$ cat config.mk
export PLATFORM = sky130hd
export DESIGN_NAME = spi_status_slave
export DESIGN_NICKNAME = d
export VERILOG_FILES = /design/src/rtl/sstat_pkg.sv /design/src/rtl/sstat_sync.sv /design/src/rtl/sstat_rx.sv /design/src/rtl/sstat_ctrl.sv /design/src/rtl/sstat_tx.sv /design/src/rtl/spi_status_slave.sv
export SDC_FILE = /design/constraint.sdc
export NUM_CORES = 1
export LEC_CHECK = 0
export CAP_MARGIN = 10
export CORE_MARGIN = 10
export CORE_UTILIZATION = 50
export DETAILED_ROUTE_END_ITERATION = 8
export DONT_BUFFER_PORTS = 1
export SLEW_MARGIN = 20
export SYNTH_ARGS = -nofsm -noshare
export SYNTH_HDL_FRONTEND = slang
export SYNTH_SLANG_ARGS = --single-unit
$ cat constraint.sdc
create_clock -name clk -period 5.28 [get_ports clk]
set_clock_uncertainty 0.2 [all_clocks]
set_input_delay 0.792 -clock clk [delete_from_list [all_inputs] [get_ports clk]]
set_output_delay 0.792 -clock clk [all_outputs]
set_load 0.005 [all_outputs]
$ cat src/rtl/sstat_pkg.sv
package sstat_pkg;
  localparam int BYTE_W  = 8;
  localparam int ADDR_W  = 6;
  localparam int STATE_W = 3;
  localparam int CNT_W   = $clog2(BYTE_W);
  localparam int PAD_W   = BYTE_W - 1 - STATE_W;

  typedef struct packed {
    logic              rd;
    logic              burst;
    logic [ADDR_W-1:0] addr;
  } hdr_t;

  typedef enum logic [0:0] {
    PH_HDR,
    PH_DATA
  } phase_e;

  function automatic logic [BYTE_W-1:0] status_byte(input logic ready,
                                                    input logic [STATE_W-1:0] st);
    status_byte = {~ready, st, {PAD_W{1'b0}}};
  endfunction
endpackage

$ cat src/rtl/sstat_sync.sv
module sstat_sync #(
  parameter int                 WIDTH   = 3,
  parameter int                 STAGES  = 2,
  parameter logic [WIDTH-1:0]   RST_VAL = '0
) (
  input  logic             clk,
  input  logic             rst_n,
  input  logic [WIDTH-1:0] d,
  output logic [WIDTH-1:0] q,
  output logic [WIDTH-1:0] rise,
  output logic [WIDTH-1:0] fall
);
  logic [WIDTH-1:0] stg [STAGES];
  logic [WIDTH-1:0] prev;

  always_ff @(posedge clk or negedge rst_n) begin
    if (!rst_n) begin
      for (int i = 0; i < STAGES; i++) stg[i] <= RST_VAL;
      prev <= RST_VAL;
    end else begin
      stg[0] <= d;
      for (int i = 1; i < STAGES; i++) stg[i] <= stg[i-1];
      prev <= stg[STAGES-1];
    end
  end

  assign q = stg[STAGES-1];

  for (genvar b = 0; b < WIDTH; b++) begin : g_edge
    assign rise[b] = q[b] & ~prev[b];
    assign fall[b] = ~q[b] & prev[b];
  end
endmodule

$ cat src/rtl/sstat_rx.sv
module sstat_rx
  import sstat_pkg::*;
(
  input  logic              clk,
  input  logic              rst_n,
  input  logic              cs_act,
  input  logic              sclk_rise,
  input  logic              si,
  output logic [CNT_W-1:0]  bit_cnt,
  output logic              byte_end,
  output logic              byte_done,
  output logic [BYTE_W-1:0] rx_byte
);
  localparam logic [CNT_W-1:0] LAST_BIT = CNT_W'(BYTE_W - 1);

  logic [BYTE_W-1:0] shreg;
  logic [BYTE_W-1:0] shreg_nxt;

  assign byte_end  = cs_act && sclk_rise && (bit_cnt == LAST_BIT);
  assign shreg_nxt = {shreg[BYTE_W-2:0], si};

  always_ff @(posedge clk or negedge rst_n) begin
    if (!rst_n) begin
      bit_cnt   <= '0;
      shreg     <= '0;
      byte_done <= 1'b0;
      rx_byte   <= '0;
    end else begin
      byte_done <= 1'b0;
      if (!cs_act) begin
        bit_cnt <= '0;
        shreg   <= '0;
      end else if (sclk_rise) begin
        shreg   <= shreg_nxt;
        bit_cnt <= byte_end ? '0 : bit_cnt + 1'b1;
        if (byte_end) begin
          byte_done <= 1'b1;
          rx_byte   <= shreg_nxt;
        end
      end
    end
  end

  // chip select high leaves no partial byte behind
  p_abort_clears_r10: assert property (@(posedge clk) disable iff (!rst_n)
    !cs_act |=> (bit_cnt == '0) && !byte_done);
endmodule

$ cat src/rtl/sstat_ctrl.sv
module sstat_ctrl
  import sstat_pkg::*;
#(
  parameter logic [ADDR_W-1:0] STROBE_BASE = ADDR_W'(6'h30)
) (
  input  logic              clk,
  input  logic              rst_n,
  input  logic              cs_act,
  input  logic              byte_done,
  input  logic [BYTE_W-1:0] rx_byte,
  output logic              rd_valid,
  input  logic              rd_ready,
  output logic [ADDR_W-1:0] rd_addr,
  input  logic [BYTE_W-1:0] rd_data,
  output logic              wr_valid,
  input  logic              wr_ready,
  output logic [ADDR_W-1:0] wr_addr,
  output logic [BYTE_W-1:0] wr_data,
  output logic              strobe_valid,
  output logic [ADDR_W-1:0] strobe_code,
  output logic              data_sel,
  output logic [BYTE_W-1:0] data_byte
);
  phase_e            phase;
  logic              is_read;
  logic              is_burst;
  logic [ADDR_W-1:0] cur_addr;
  logic [ADDR_W-1:0] nxt_addr;
  logic [BYTE_W-1:0] rd_buf;
  hdr_t              hdr;
  logic              hit_strobe;

  assign hdr        = hdr_t'(rx_byte);
  assign hit_strobe = !hdr.burst && (hdr.addr >= STROBE_BASE);
  assign nxt_addr   = cur_addr + 1'b1;

  always_ff @(posedge clk or negedge rst_n) begin
    if (!rst_n) begin
      phase        <= PH_HDR;
      is_read      <= 1'b0;
      is_burst     <= 1'b0;
      cur_addr     <= '0;
      rd_buf       <= '0;
      rd_valid     <= 1'b0;
      rd_addr      <= '0;
      wr_valid     <= 1'b0;
      wr_addr      <= '0;
      wr_data      <= '0;
      strobe_valid <= 1'b0;
      strobe_code  <= '0;
    end else begin
      strobe_valid <= 1'b0;
      if (rd_valid && rd_ready) begin
        rd_valid <= 1'b0;
        rd_buf   <= rd_data;
      end
      if (wr_valid && wr_ready) wr_valid <= 1'b0;

      if (!cs_act) begin
        phase <= PH_HDR;
      end else if (byte_done) begin
        if (phase == PH_HDR) begin
          if (hit_strobe) begin
            strobe_valid <= 1'b1;
            strobe_code  <= hdr.addr;
          end else begin
            phase    <= PH_DATA;
            is_read  <= hdr.rd;
            is_burst <= hdr.burst;
            cur_addr <= hdr.addr;
            if (hdr.rd) begin
              rd_valid <= 1'b1;
              rd_addr  <= hdr.addr;
            end
          end
        end else begin
          if (!is_read) begin
            wr_valid <= 1'b1;
            wr_addr  <= cur_addr;
            wr_data  <= rx_byte;
          end
          if (is_burst) begin
            cur_addr <= nxt_addr;
            if (is_read) begin
              rd_valid <= 1'b1;
              rd_addr  <= nxt_addr;
            end
          end else begin
            phase <= PH_HDR;
          end
        end
      end
    end
  end

  assign data_sel  = (phase == PH_DATA) && is_read;
  assign data_byte = rd_buf;

  p_strobe_pulse_r9: assert property (@(posedge clk) disable iff (!rst_n)
    strobe_valid |=> !strobe_valid);

  p_strobe_range_r9: assert property (@(posedge clk) disable iff (!rst_n)
    strobe_valid |-> (strobe_code >= STROBE_BASE));

  p_rd_hold_r11: assert property (@(posedge clk) disable iff (!rst_n)
    (rd_valid && !rd_ready) |=> (rd_valid && $stable(rd_addr)));

  p_wr_hold_r11: assert property (@(posedge clk) disable iff (!rst_n)
    (wr_valid && !wr_ready) |=> (wr_valid && $stable(wr_addr) && $stable(wr_data)));

  // a single data byte returns decoding to the header phase
  p_single_end_r6: assert property (@(posedge clk) disable iff (!rst_n)
    (cs_act && byte_done && phase == PH_DATA && !is_burst) |=> (phase == PH_HDR));
endmodule

$ cat src/rtl/sstat_tx.sv
module sstat_tx
  import sstat_pkg::*;
(
  input  logic               clk,
  input  logic               rst_n,
  input  logic               cs_act,
  input  logic               sclk_fall,
  input  logic               byte_end,
  input  logic               first_slot,
  input  logic               data_sel,
  input  logic [BYTE_W-1:0]  data_byte,
  input  logic               xtal_ready,
  input  logic [STATE_W-1:0] radio_state,
  output logic               so_o,
  output logic               so_oe
);
  logic [BYTE_W-1:0] tx;
  logic              tx_stat;
  logic              pend;
  logic [BYTE_W-1:0] status_now;
  logic              live_win;

  assign status_now = status_byte(xtal_ready, radio_state);
  assign live_win   = tx_stat && !pend && first_slot;

  always_ff @(posedge clk or negedge rst_n) begin
    if (!rst_n) begin
      tx      <= status_byte(1'b0, '0);
      tx_stat <= 1'b1;
      pend    <= 1'b0;
    end else if (!cs_act) begin
      tx      <= status_now;
      tx_stat <= 1'b1;
      pend    <= 1'b0;
    end else if (byte_end) begin
      pend <= 1'b1;
    end else if (sclk_fall) begin
      if (pend) begin
        tx      <= data_sel ? data_byte : status_now;
        tx_stat <= !data_sel;
        pend    <= 1'b0;
      end else begin
        tx <= {tx[BYTE_W-2:0], 1'b0};
      end
    end else if (live_win) begin
      tx <= status_now;
    end
  end

  assign so_o  = tx[BYTE_W-1];
  assign so_oe = cs_act;

  p_notready_high_r2: assert property (@(posedge clk) disable iff (!rst_n)
    (cs_act && live_win && !sclk_fall && !xtal_ready) |=> so_o);

  p_so_hold_r4: assert property (@(posedge clk) disable iff (!rst_n)
    (cs_act && !sclk_fall && !live_win) |=> $stable(so_o));
endmodule

$ cat src/rtl/spi_status_slave.sv
module spi_status_slave
  import sstat_pkg::*;
#(
  parameter int                SYNC_STAGES = 2,
  parameter logic [ADDR_W-1:0] STROBE_BASE = ADDR_W'(6'h30)
) (
  input  logic               clk,
  input  logic               rst_n,
  input  logic               csn,
  input  logic               sclk,
  input  logic               si,
  output logic               so_o,
  output logic               so_oe,
  input  logic               xtal_ready,
  input  logic [STATE_W-1:0] radio_state,
  output logic               rd_valid,
  input  logic               rd_ready,
  output logic [ADDR_W-1:0]  rd_addr,
  input  logic [BYTE_W-1:0]  rd_data,
  output logic               wr_valid,
  input  logic               wr_ready,
  output logic [ADDR_W-1:0]  wr_addr,
  output logic [BYTE_W-1:0]  wr_data,
  output logic               strobe_valid,
  output logic [ADDR_W-1:0]  strobe_code
);
  localparam int PIN_N = 3;
  localparam logic [PIN_N-1:0] PIN_RST = 3'b100;

  logic [PIN_N-1:0]  pin_q, pin_rise, pin_fall;
  logic              cs_act;
  logic [CNT_W-1:0]  bit_cnt;
  logic              byte_end, byte_done;
  logic [BYTE_W-1:0] rx_byte;
  logic              data_sel;
  logic [BYTE_W-1:0] data_byte;

  sstat_sync #(
    .WIDTH  (PIN_N),
    .STAGES (SYNC_STAGES),
    .RST_VAL(PIN_RST)
  ) u_sync (
    .clk  (clk),
    .rst_n(rst_n),
    .d    ({csn, sclk, si}),
    .q    (pin_q),
    .rise (pin_rise),
    .fall (pin_fall)
  );

  assign cs_act = ~pin_q[2];

  sstat_rx u_rx (
    .clk      (clk),
    .rst_n    (rst_n),
    .cs_act   (cs_act),
    .sclk_rise(pin_rise[1]),
    .si       (pin_q[0]),
    .bit_cnt  (bit_cnt),
    .byte_end (byte_end),
    .byte_done(byte_done),
    .rx_byte  (rx_byte)
  );

  sstat_ctrl #(
    .STROBE_BASE(STROBE_BASE)
  ) u_ctrl (
    .clk         (clk),
    .rst_n       (rst_n),
    .cs_act      (cs_act),
    .byte_done   (byte_done),
    .rx_byte     (rx_byte),
    .rd_valid    (rd_valid),
    .rd_ready    (rd_ready),
    .rd_addr     (rd_addr),
    .rd_data     (rd_data),
    .wr_valid    (wr_valid),
    .wr_ready    (wr_ready),
    .wr_addr     (wr_addr),
    .wr_data     (wr_data),
    .strobe_valid(strobe_valid),
    .strobe_code (strobe_code),
    .data_sel    (data_sel),
    .data_byte   (data_byte)
  );

  sstat_tx u_tx (
    .clk        (clk),
    .rst_n      (rst_n),
    .cs_act     (cs_act),
    .sclk_fall  (pin_fall[1]),
    .byte_end   (byte_end),
    .first_slot (bit_cnt == '0),
    .data_sel   (data_sel),
    .data_byte  (data_byte),
    .xtal_ready (xtal_ready),
    .radio_state(radio_state),
    .so_o       (so_o),
    .so_oe      (so_oe)
  );
endmodule

==> impl_results.md, run 1 <==
* Final wirelength at 6510 um
* Syn Std Cell Area at 3460 sq um
* ANT nets after route at 0
* Reg2reg path depth at 4
* Status: finished, final reports clean
* Net count after synthesis at 295
* Number of I/O pins at 50
* Worst EP required at 5.32 ns
* EDFF count, synth at 0
* R2R Path End: u_tx.tx[6]
* Post-Syn Instances at 272
* Slew Limit Fails at 0
* DR vias/cell at 5.61
* Relative slew slack at 0.536
* DRT Pass-1 Iters at 4
* Row count at 30
* CTS H-tree depth at 3
* CTS clk-pin slew, worst paths at 0.09 ns
* CP Data Arrival Time at 2.34 ns
* Final Hold Viols at 0
* GPL Wtd Cong at 0.734
* Final Non-Filler Cells at 356
* Total Routing Usage GR at 0.135
* VDD IR-drop max at 131 uV
* DRC viols at 0
* Vias in the first global route at 2093
* Synth area leaders: dfrtp_1 56%, mux2_2 18%, dfstp_2 3.0%
* Met1 track demand over resource at 0.192
* Worst slew pin tran at 0.695 ns
* Root Buffer: clkbuf_8
* Setup TNS at 0 ns
* Top Usage Layer GRT: met1
* Post-synth top area share at 0.564
* Largest net degree at the start of global routing at 79
* Startpoint Class: flop
* Post-DP Area at 3500 sq um
* Pleak at 1.75 nW
* Reg area at 2060 sq um
* Post-synthesis register bit count at 82
* Synth Area per Inst at 12.7 sq um
* Crit Reg-Reg Startpoint: u_sync.q[1]
* Layout net count at 294
* Met2 Use GR at 0.186
* Routed len/inst at 18.3 um
* Area of the multi-input gates at 1300 sq um
* CP Capture Type: flop
* Crit-path max FO at 11
* Antenna Cells at 0
* Syn-to-layout area delta at 7.04%
* Post-synth ARST share at 1.00
* CTS Buffer Depth at 2
* Starting Density at 0.513
* Seq/Total Area, Yosys at 0.594
* Initial antenna violation count at 0
* FMAX at 436 MHz
* Grt total ovfl at 0
* Clk Latency, worst-skew pair at 0.35 ns
* Setup bufs post-CTS at 0
* Period minus WS final at 2.29 ns
* Final Cell Area at 3710 sq um
* First-pass GRT wire length at 11000 um
* M3 GR Usage at 0.0372
* DIE AREA at 10700 sq um
* Placed Instances at 339
* PortBufs at 0
* Final Setup Violations at 0
* Worst Hold Class: in -> async
* TritonCTS clock tree: done
* CP Class: reg -> reg
* Most instantiated cells after synthesis: 78 x dfrtp_1, 55 x mux2_2, 27 x nand2_1
* Detailed-route via count at 1996
* R2R Setup Slk at 2.99 ns
* Max-Cap Viols at 0
* Cell Pwr Density at 301 nW/um^2
* # clock sinks at 82
* Width of the die at 103 um
* Most frequent cell after synthesis: dfrtp_1
* Area leader, netlist: dfrtp_1
* Core Box Area at 6760 sq um
* Top FF cell, synth: dfrtp_1
* Inserted Clock Buffers at 9
* Unrepaired setup endpoints after global routing: no
* Synth cell types at 43
* Layout cells sized above 1 at 0.301
* Dpl hpwl at 4410 um
* Fill count at 576
* Iter 0 DRT Violations at 80
* Die Ht at 103 um
* Fin crit share at 0.434
* Ys Warns at 0
[metal layers]
layer | share of wire | vias to the layer above
met5 | 0 | -
met4 | 0.016 | 0
met3 | 0.063 | 9
met2 | 0.44 | 36
met1 | 0.48 | 1001
li1 | - | 950
[critical path, stage by stage (launching register included)]
cell and delay [ns]:
dfrtp_1 0.41, nor2b_1 0.59, nand2_1 0.20, a21oi_2 0.40
mux2_2 0.38
[final cells by class]
| type | count | share of cell area |
|---|---|---|
| clock buffers | 9 | 0.0334 |
| multi-input cells | 167 | 0.350 |
| clock inverters | 7 | 0.0162 |
| well taps | 80 | 0.0270 |
| repair buffers | 2 | 0.00945 |
| inverters | 9 | 0.00911 |
| flip-flops and latches | 82 | 0.555 |
[sequential cells by signal, summed over array words and instances (netlist names), 6 cells and up]
signal              count
u_ctrl.cur_addr         6
u_ctrl.data_byte        8
u_ctrl.wr_addr          6
u_tx.tx                 8
u_ctrl.strobe_code      6
u_rx.shreg              7
u_rx.rx_byte            8
u_ctrl.rd_addr          6
u_ctrl.wr_data          8
[kinds of logic (layout without fill, tap and decap cells)]
kind of cell / count (synthesis) / after routing / share of synthesized area
AOI/OAI and AO/OA: 41 / 41 / 0.0806
xor gates and xnor gates: 3 / 3 / 0.00759
adders and majority gates: 4 / 4 / 0.0145
buffers and inverters: 23 / 27 / 0.0314
DFF: 82 / 82 / 0.594
muxes: 55 / 55 / 0.179
and+or+nand+nor: 64 / 64 / 0.0932
[stage by stage]
| step | hold slack [ns] | total power, mW | setup slack [ns] | util |
|---|---|---|---|---|
| 2_1_floorplan | 0.131 | 0.686 | 3.25 | - |
| 3_3_place_gp | 0.136 | 0.690 | 3.02 | 0.517 |
| 5_1_grt | 0.0472 | 1.17 | 2.75 | 0.549 |
| 6_report | 0.0700 | 1.12 | 2.99 | 0.549 |
| 4_1_cts | 0.0490 | 1.13 | 2.96 | 0.549 |
| 3_5_place_dp | 0.139 | 0.691 | 3.00 | 0.517 |
[cell usage in the layout (no fill, tap or decap), drive strengths merged, types with 2 or more instances in the layout]
master	synthesis	layout
ha	4	4
nand2	27	27
nor2	7	7
dfrtp	78	78
o21ai	2	2
nor2b	3	3
or3	2	2
mux2	55	55
nor3	3	3
a21o	3	3
a21oi	17	17
clkinvlp	0	3
buf	6	2
nand3b	4	4
clkbuf	8	9
nand3	6	6
inv	9	13
a31oi	4	4
xor2	2	2
dfstp	4	4
o22ai	2	2
nand2b	6	6
o2bb2ai	3	3
[how the worst max path moves through the flow]
stage	to	slack, ns	startpoint
2_1_floorplan	u_tx.tx[4]	3.25	u_sync.q[2]
3_3_place_gp	u_tx.tx[4]	3.02	u_sync.q[1]
3_5_place_dp	u_tx.tx[4]	3.00	u_sync.q[1]
4_1_cts	u_tx.tx[4]	2.96	u_sync.q[1]
5_1_grt	u_tx.tx[4]	2.75	u_sync.q[1]
6_report	u_tx.tx[6]	2.99	u_sync.q[1]
[report_power, final]
| part | switching (mW) | total (mW) | internal, mW |
|---|---|---|---|
| Combinational | 0.0216 | 0.0383 | 0.0167 |
| Sequential | 0.00977 | 0.653 | 0.643 |
| Clock | 0.246 | 0.425 | 0.179 |
[timing repair]
item                                   4_1_cts  5_1_grt
setup endpoints to repair                    0        0
gates resized for setup                      0        0
hold buffers                                 1        0
endpoints found under the hold margin       78        0
Note: power is estimated with default switching activity, not from simulation.
==> inputs of run 2 (changes only) <==
- ABC_AREA: not set -> 1
- PLACE_DENSITY: not set -> 0.68
- clock period: 5.28 -> 1.9 ns (I/O delays scaled with it)
==> run 2 against run 1 <==
The flow now finishes with violations (negative hold slack). Sequential share of layout area decreased by 5.0 points. Maximum frequency is 46% higher. Wire length grew 5.1%. First-iteration DRC count up 31%. Utilization is 4.5 points higher. Sequential power grew to 2.8 times the previous value. Power rose to 3.0 times the previous value. Largest cell class unchanged.
==> impl_results.md, run 2 <==
* Width of the die at 105 um (+1.3%)
* Setup bufs post-CTS at 0 (unchanged)
* Layout net count at 430 (+46%)
* Most frequent cell after synthesis: nand2_1
* Routed len/inst at 13.5 um (-26%)
* Worst EP required at 1.94 ns (-3.38 ns)
* Most frequent cells in the layout: 109 x nand2_1, 78 x dfrtp_1, 50 x inv_1
* CTS clk-pin slew, worst paths at 0.09 ns (about the same)
* Synth area leaders: dfrtp_1 55%, nand2_1 11%, inv_1 5.2%
* Synth cell types at 29 (-33%)
* GPL Wtd Cong at 0.768 (+4.6%)
* CP Capture Type: flop
* Antenna Cells at 0 (unchanged)
* Startpoint Class: flop
* First-pass GRT wire length at 11500 um (+4.3%)
* Slowest stage delay, CP at 0.39 ns (-0.20 ns)
* Pre-CTS WS at 0.322 ns (-2.68 ns)
* Post-synthesis simple-gate area fraction at 0.221 (+0.128)
* Initial antenna violation count at 0 (unchanged)
* # clock sinks at 82 (unchanged)
* Setup TNS at 0 ns (unchanged)
* Compound-Gate Fraction of Synth Area at 0.101 (+0.0201)
* Starting Density at 0.521 (+0.00835)
* Relative slew slack at 0.734 (+0.198)
* Total Routing Usage GR at 0.127 (-0.00808)
* Row count at 30 (unchanged)
* Net count after synthesis at 405 (+37%)
* Post-DP Area at 3670 sq um (+5.0%)
* Failing checks: negative hold slack
* Vias in the first global route at 2330 (+11%)
* Crit Reg-Reg Startpoint: u_rx.bit_cnt[0]
* Grt total ovfl at 0 (unchanged)
* Most common cell after layout, fill and taps aside: nand2_1
* R2R Setup Slk at 0.33 ns (-2.66 ns)
* Dpl hpwl at 4820 um (+9.3%)
* Seq/Total Area, Yosys at 0.575 (-0.0191)
* ANT nets after route at 0 (unchanged)
* CTS Buffer Depth at 2 (unchanged)
* Most numerous cell on the critical path: nand2_1
* DRC viols at 0 (unchanged)
* CP Class: reg -> reg
* Fin crit share at 0.826 (+0.391)
* CTS H-tree depth at 3 (unchanged)
* PortBufs at 0 (unchanged)
* TritonCTS clock tree: done
* Syn-to-layout area delta at 14.0%
* Root Buffer: clkbuf_8
* Largest net degree at the start of global routing at 83 (+5.1%)
* Adder-Cell Fraction of Synth Area at 0.0140 (-0.000465)
* Slew Limit Fails at 0 (unchanged)
* FMAX at 637 MHz (+46%)
* Post-synth ARST share at 1.00 (unchanged)
* Number of I/O pins at 50 (unchanged)
* Inserted Clock Buffers at 9 (unchanged)
* EDFF count, synth at 0 (unchanged)
* Cell Pwr Density at 831 nW/um^2 (+180%)
* DRT Pass-1 Iters at 4 (unchanged)
* Period minus WS final at 1.57 ns (-0.725 ns)
* Worst Hold Class: in -> async
* DIE AREA at 10900 sq um (+2.7%)
* Ys Warns at 0 (unchanged)
* Worst setup margin at 0.331 ns (-2.66 ns)
* Syn Std Cell Area at 3580 sq um (+3.3%)
* Detailed-route via count at 2484 (+24%)
* Crit path cell chain: ha_1, ha_1, nand2_4, nand2_1, nand2_2, inv_2, nand2_1, nand2_1
* Final Hold Viols at 82 (+82)
* Final Non-Filler Cells at 508 (+43%)
* Post-cts hold buffer count at 17 (+16)
* Max-Cap Viols at 0 (unchanged)
* VDD IR-drop max at 486 uV (+270%)
* Most instantiated cells after synthesis: 109 x nand2_1, 78 x dfrtp_1, 50 x inv_1
* Post-Syn Instances at 382 (+40%)
* Hold Slack at -0.586 ns (-0.656 ns)
* Clk Latency, worst-skew pair at 0.35 ns (about the same)
* Mux cell area share after synthesis at 0.0126 (-0.166)
* Area leader, netlist: dfrtp_1
* CP Data Arrival Time at 1.61 ns (-0.73 ns)
* Worst slew pin tran at 0.398 ns (-0.297 ns)
* Final Cell Area at 4080 sq um (+10%)
* XOR/XNOR share of the synthesized area at 0 (-0.00759)
* Crit-path max FO at 9 (-2)
* Largest family of logic cells by synthesized area: simple AND/OR/NAND/NOR gates
* Final wirelength at 6840 um (+5.1%)
* Placed Instances at 475 (+40%)
* Core Box Area at 6870 sq um (+1.7%)
* Post-synth top area share at 0.545 (-0.0181)
* Die Ht at 105 um (+1.3%)
* Final Setup Violations at 0 (unchanged)
* Pleak at 1.95 nW (+12%)
* Unrepaired setup endpoints after global routing: no
* Top FF cell, synth: dfrtp_1
* CP max-delay cell: dfrtp_1
* Layout cells sized above 1 at 0.126 (-0.175)
* Post-synthesis register bit count at 82 (unchanged)
* DR vias/cell at 4.89 (-13%)
* Reg2reg path depth at 8 (+4)
* Status: finished, violations left
* Iter 0 DRT Violations at 105 (+31%)
* CP Launch Point: u_rx.bit_cnt[0]
* Synth Area per Inst at 9.37 sq um (-26%)
## run 2: changes by cell type after synthesis, moves of 8 or more
cell,before,now
a21oi_1,15,5
mux2_2,55,4
o21ai_1,0,11
clkbuf_1,8,0
nand2_1,27,109
nor2_1,7,19
inv_1,9,50
nand3_1,6,22
o21ai_0,2,31
## run 2: where the power goes
| part | internal (mW) | switching [mW] | total (mW) |
|---|---|---|---|
| combinational | 0.0573 | 0.0635 | 0.121 |
| sequential | 1.79 | 0.0223 | 1.81 |
| clock | 0.819 | 0.635 | 1.45 |
## run 2: cells by family (layout without fill, tap and decap cells)
kind of cell,count (synthesis),count (layout)
multiplexers,4,4
buffers and inverters,63,93
flip-flops,82,82
adder cells (fa/ha/maj),4,4
AO/OA/AOI/OAI,63,63
AND/OR/NAND/NOR,166,166
## run 2: timing repair
item | in CTS | in global routing
hold endpoints to repair | 99 | 82
setup endpoints to repair | 0 | 0
resized for setup | 0 | 0
## run 2: layout make-up
| class | count | area [sq um] |
|---|---|---|
| clock buffers | 11 | 151 |
| clock inverters | 5 | 85.1 |
| fillers | 602 | 2790 |
| inverters | 56 | 218 |
| multi-input cells | 237 | 1250 |
| flip-flops and latches | 82 | 2060 |
| well taps | 96 | 120 |
| repair buffers | 21 | 200 |
## run 2: worst paths after layout
check                                   to
max reg2reg                     u_tx.tx[5]
min reg2reg                    u_sync.q[0]
min                        u_ctrl.wr_valid
min in group clk                u_tx.tx[7]
max                             u_tx.tx[5]
max in group asynchronous       u_tx.tx[7]
## run 2: layer usage
layer | vias to the layer above | routed length (um) | GRT usage
met1 | 1167 | 3170 | 0.163
met5 | - | 0 | 0
met3 | 11 | 275 | 0.0283
met2 | 44 | 3280 | 0.199
li1 | 1262 | - | -
met4 | 0 | 119 | 0.0627
## run 2: critical path: cells and delay by family (launching register included)
family        cells  cell delay, ns
flops             1            0.39
fa+ha+maj         2            0.42
buf+inv           1            0.07
simple gates      5            0.40
## run 2: stage by stage
| step | util | power (mW) |
|---|---|---|
| after global routing | 0.594 | 3.51 |
| after CTS | 0.594 | 3.42 |
| after detailed placement | 0.534 | 1.94 |
| final | 0.594 | 3.39 |
| after floorplan | - | 1.92 |
| after global placement | 0.534 | 1.94 |
==> inputs of run 3 (changes only) <==
- PLACE_DENSITY: 0.68 -> not set
- clock period: 1.9 -> 1.6 ns (I/O delays scaled with it)
==> run 3 against run 2 <==
The run still ends with negative hold slack left. Die area unchanged. Critical path depth fell by 1. Count of clock-buffer cells in the layout is the same. Final cell count increased by 0.98%. Sequential share of layout area is 0.49 points lower. Sequential cell count unchanged. First-iteration DRC count down 3.8%. Setup slack got worse by 0.21 ns. Power rose by 18%. Via count increased by 0.52%. Combinational power rose by 26%. Clock power is 17% higher.
==> impl_results.md, run 3 (synthesis results as in run 2) <==
* Worst slew pin tran at 0.372 ns (-0.0257 ns)
* Total power at 4.00 mW (+18%)
* Syn-to-layout area delta at 15.1%
* CP Data Arrival Time at 1.52 ns (-0.09 ns)
* Logic pwr share at 0.038 (+0.002)
* DIE AREA at 10900 sq um (unchanged)
* CTS Buffer Depth at 2 (unchanged)
* Setup bufs post-CTS at 0 (unchanged)
* Most frequent cells in the layout: 108 x nand2_1, 78 x dfrtp_1, 50 x inv_1
* Largest net degree at the start of global routing at 83 (unchanged)
* Layout cells sized above 1 at 0.139 (+0.0129)
* Fin crit share at 0.924 (+0.0982)
* CTS clk-pin slew, worst paths at 0.09 ns (about the same)
* Flop pwr share at 0.538 (+0.003)
* Top Usage Layer GRT: met2
* Setup TNS at 0 ns (unchanged)
* GPL Wtd Cong at 0.789 (+2.8%)
* Fin util at 0.599 (+0.00583)
* Cell Pwr Density at 972 nW/um^2 (+17%)
* Starting Density at 0.521 (unchanged)
* Placed Instances at 479 (+0.84%)
* Most common cell after layout, fill and taps aside: nand2_1
* Met2 Use GR at 0.208 (+0.00895)
* Met1 track demand over resource at 0.168 (+0.00564)
* Slew Limit Fails at 0 (unchanged)
* Period minus WS final at 1.48 ns (-0.0905 ns)
* Vias in the first global route at 2469 (+6.0%)
* Die Ht at 105 um (unchanged)
* Crit path cell chain: buf_4, nor2_8, nand2_4, nand2_8, inv_4, nand2_1, nand2_1
* DRT Pass-1 Iters at 4 (unchanged)
* Final Non-Filler Cells at 513 (+0.98%)
* FMAX at 677 MHz (+6.1%)
* Width of the die at 105 um (unchanged)
* M3 GR Usage at 0.0387 (+0.0104)
* Failing checks: negative hold slack
* Dpl hpwl at 4910 um (+1.7%)
* ANT nets after route at 0 (unchanged)
* Total Routing Usage GR at 0.133 (+0.00544)
* Antenna Cells at 0 (unchanged)
* DRC viols at 0 (unchanged)
* Startpoint Class: flop
* Worst Hold Class: in -> async
* Root Buffer: clkbuf_8
* DR vias/cell at 4.87 (-0.46%)
* Iter 0 DRT Violations at 101 (-3.8%)
* Pre-CTS WS at 0.0314 ns (-0.291 ns)
* Post-DP Area at 3700 sq um (+0.82%)
* Int Power at 3.13 mW (+17%)
* # clock sinks at 82 (unchanged)
* Detailed-route via count at 2497 (+0.52%)
* WP depth at 7 (-1)
* Buffers & Inverters on Critical Path at 2 (+1)
* First-pass GRT wire length at 12000 um (+4.9%)
* Clock share of power at 0.424 (-0.005)
* Final wirelength at 7120 um (+4.0%)
* Reg2reg path depth at 7 (-1)
* Number of I/O pins at 50 (unchanged)
* Fill count at 609 (+1.2%)
* Worst EP required at 1.64 ns (-0.30 ns)
* Pleak at 1.97 nW (+0.99%)
* Max-Cap Viols at 0 (unchanged)
* Layout net count at 435 (+1.2%)
* Final Setup Violations at 0 (unchanged)
* PortBufs at 0 (unchanged)
* Initial antenna violation count at 0 (unchanged)
* Routed len/inst at 13.9 um (+3.0%)
* Slowest stage delay, CP at 0.44 ns (+0.05 ns)
* Grt total ovfl at 0 (unchanged)
* VDD IR-drop max at 530 uV (+9.0%)
* Most numerous cell on the critical path: nand2_1
* Sw power at 867 uW (+20%)
* Relative slew slack at 0.751 (+0.0169)
* TritonCTS clock tree: done
* Status: finished, violations left
* Final Cell Area at 4120 sq um (+0.98%)
* CP Class: reg -> reg
* Worst setup margin at 0.122 ns (-0.209 ns)
* CP max-delay cell: dfrtp_1
* Post-cts hold buffer count at 17 (unchanged)
* Hold Slack at -0.632 ns (-0.0457 ns)
* CP Capture Type: flop
* Inserted Clock Buffers at 9 (unchanged)
* Crit-path max FO at 10 (+1)
* Sw frac at 0.217 (+0.00419)
* Row count at 30 (unchanged)
* Core Box Area at 6870 sq um (unchanged)
* Clk Latency, worst-skew pair at 0.36 ns (about the same)
* Final Hold Viols at 82 (unchanged)
* Unrepaired setup endpoints after global routing: no
* CTS H-tree depth at 3 (unchanged)
* Delay-heaviest family, CP: simple AND/OR/NAND/NOR gates
==> run 3: what timing repair did <==
action,in CTS,in global routing
setup endpoints to repair,0,6
gates resized for setup,0,4
endpoints found under the hold margin,99,82
==> run 3: worst paths after layout <==
path                                from                   to  slack [ns]
max in group asynchronous          rst_n          u_sync.q[2]        1.62
hold reg to reg            u_sync.stg[4]          u_sync.q[1]        0.16
hold / removal                     rst_n      u_ctrl.wr_valid       -0.63
setup / recovery            u_ctrl.phase   u_ctrl.cur_addr[5]        0.12
setup reg to reg            u_ctrl.phase   u_ctrl.cur_addr[5]        0.12
min in group clk                rd_ready  u_ctrl.data_byte[7]        0.02
==> run 3: layout make-up <==
type	instances	area (sq um)	area share
inverters	56	218	0.0529
flip-flops and latches	82	2060	0.500
clock buffers	11	141	0.0343
clock inverters	5	85.1	0.0207
repair buffers	25	234	0.0568
well taps	96	120	0.0292
multi-input cells	238	1260	0.307
==> run 3: metal layers <==
layer	share of wire	up-vias
li1	-	1265
met1	0.46	1181
met2	0.47	39
met3	0.049	12
met4	0.015	0
met5	0	-
==> run 3: power by group through the flow <==
| stage | registers [mW] | logic, mW | clock network (mW) |
|---|---|---|---|
| after global routing | 2.16 | 0.175 | 1.82 |
| after global placement | 2.19 | 0.109 | 0 |
| after detailed placement | 2.19 | 0.113 | 0 |
| after CTS | 2.15 | 0.148 | 1.74 |
| final | 2.15 | 0.153 | 1.69 |
| after floorplan | 2.19 | 0.0896 | 0 |
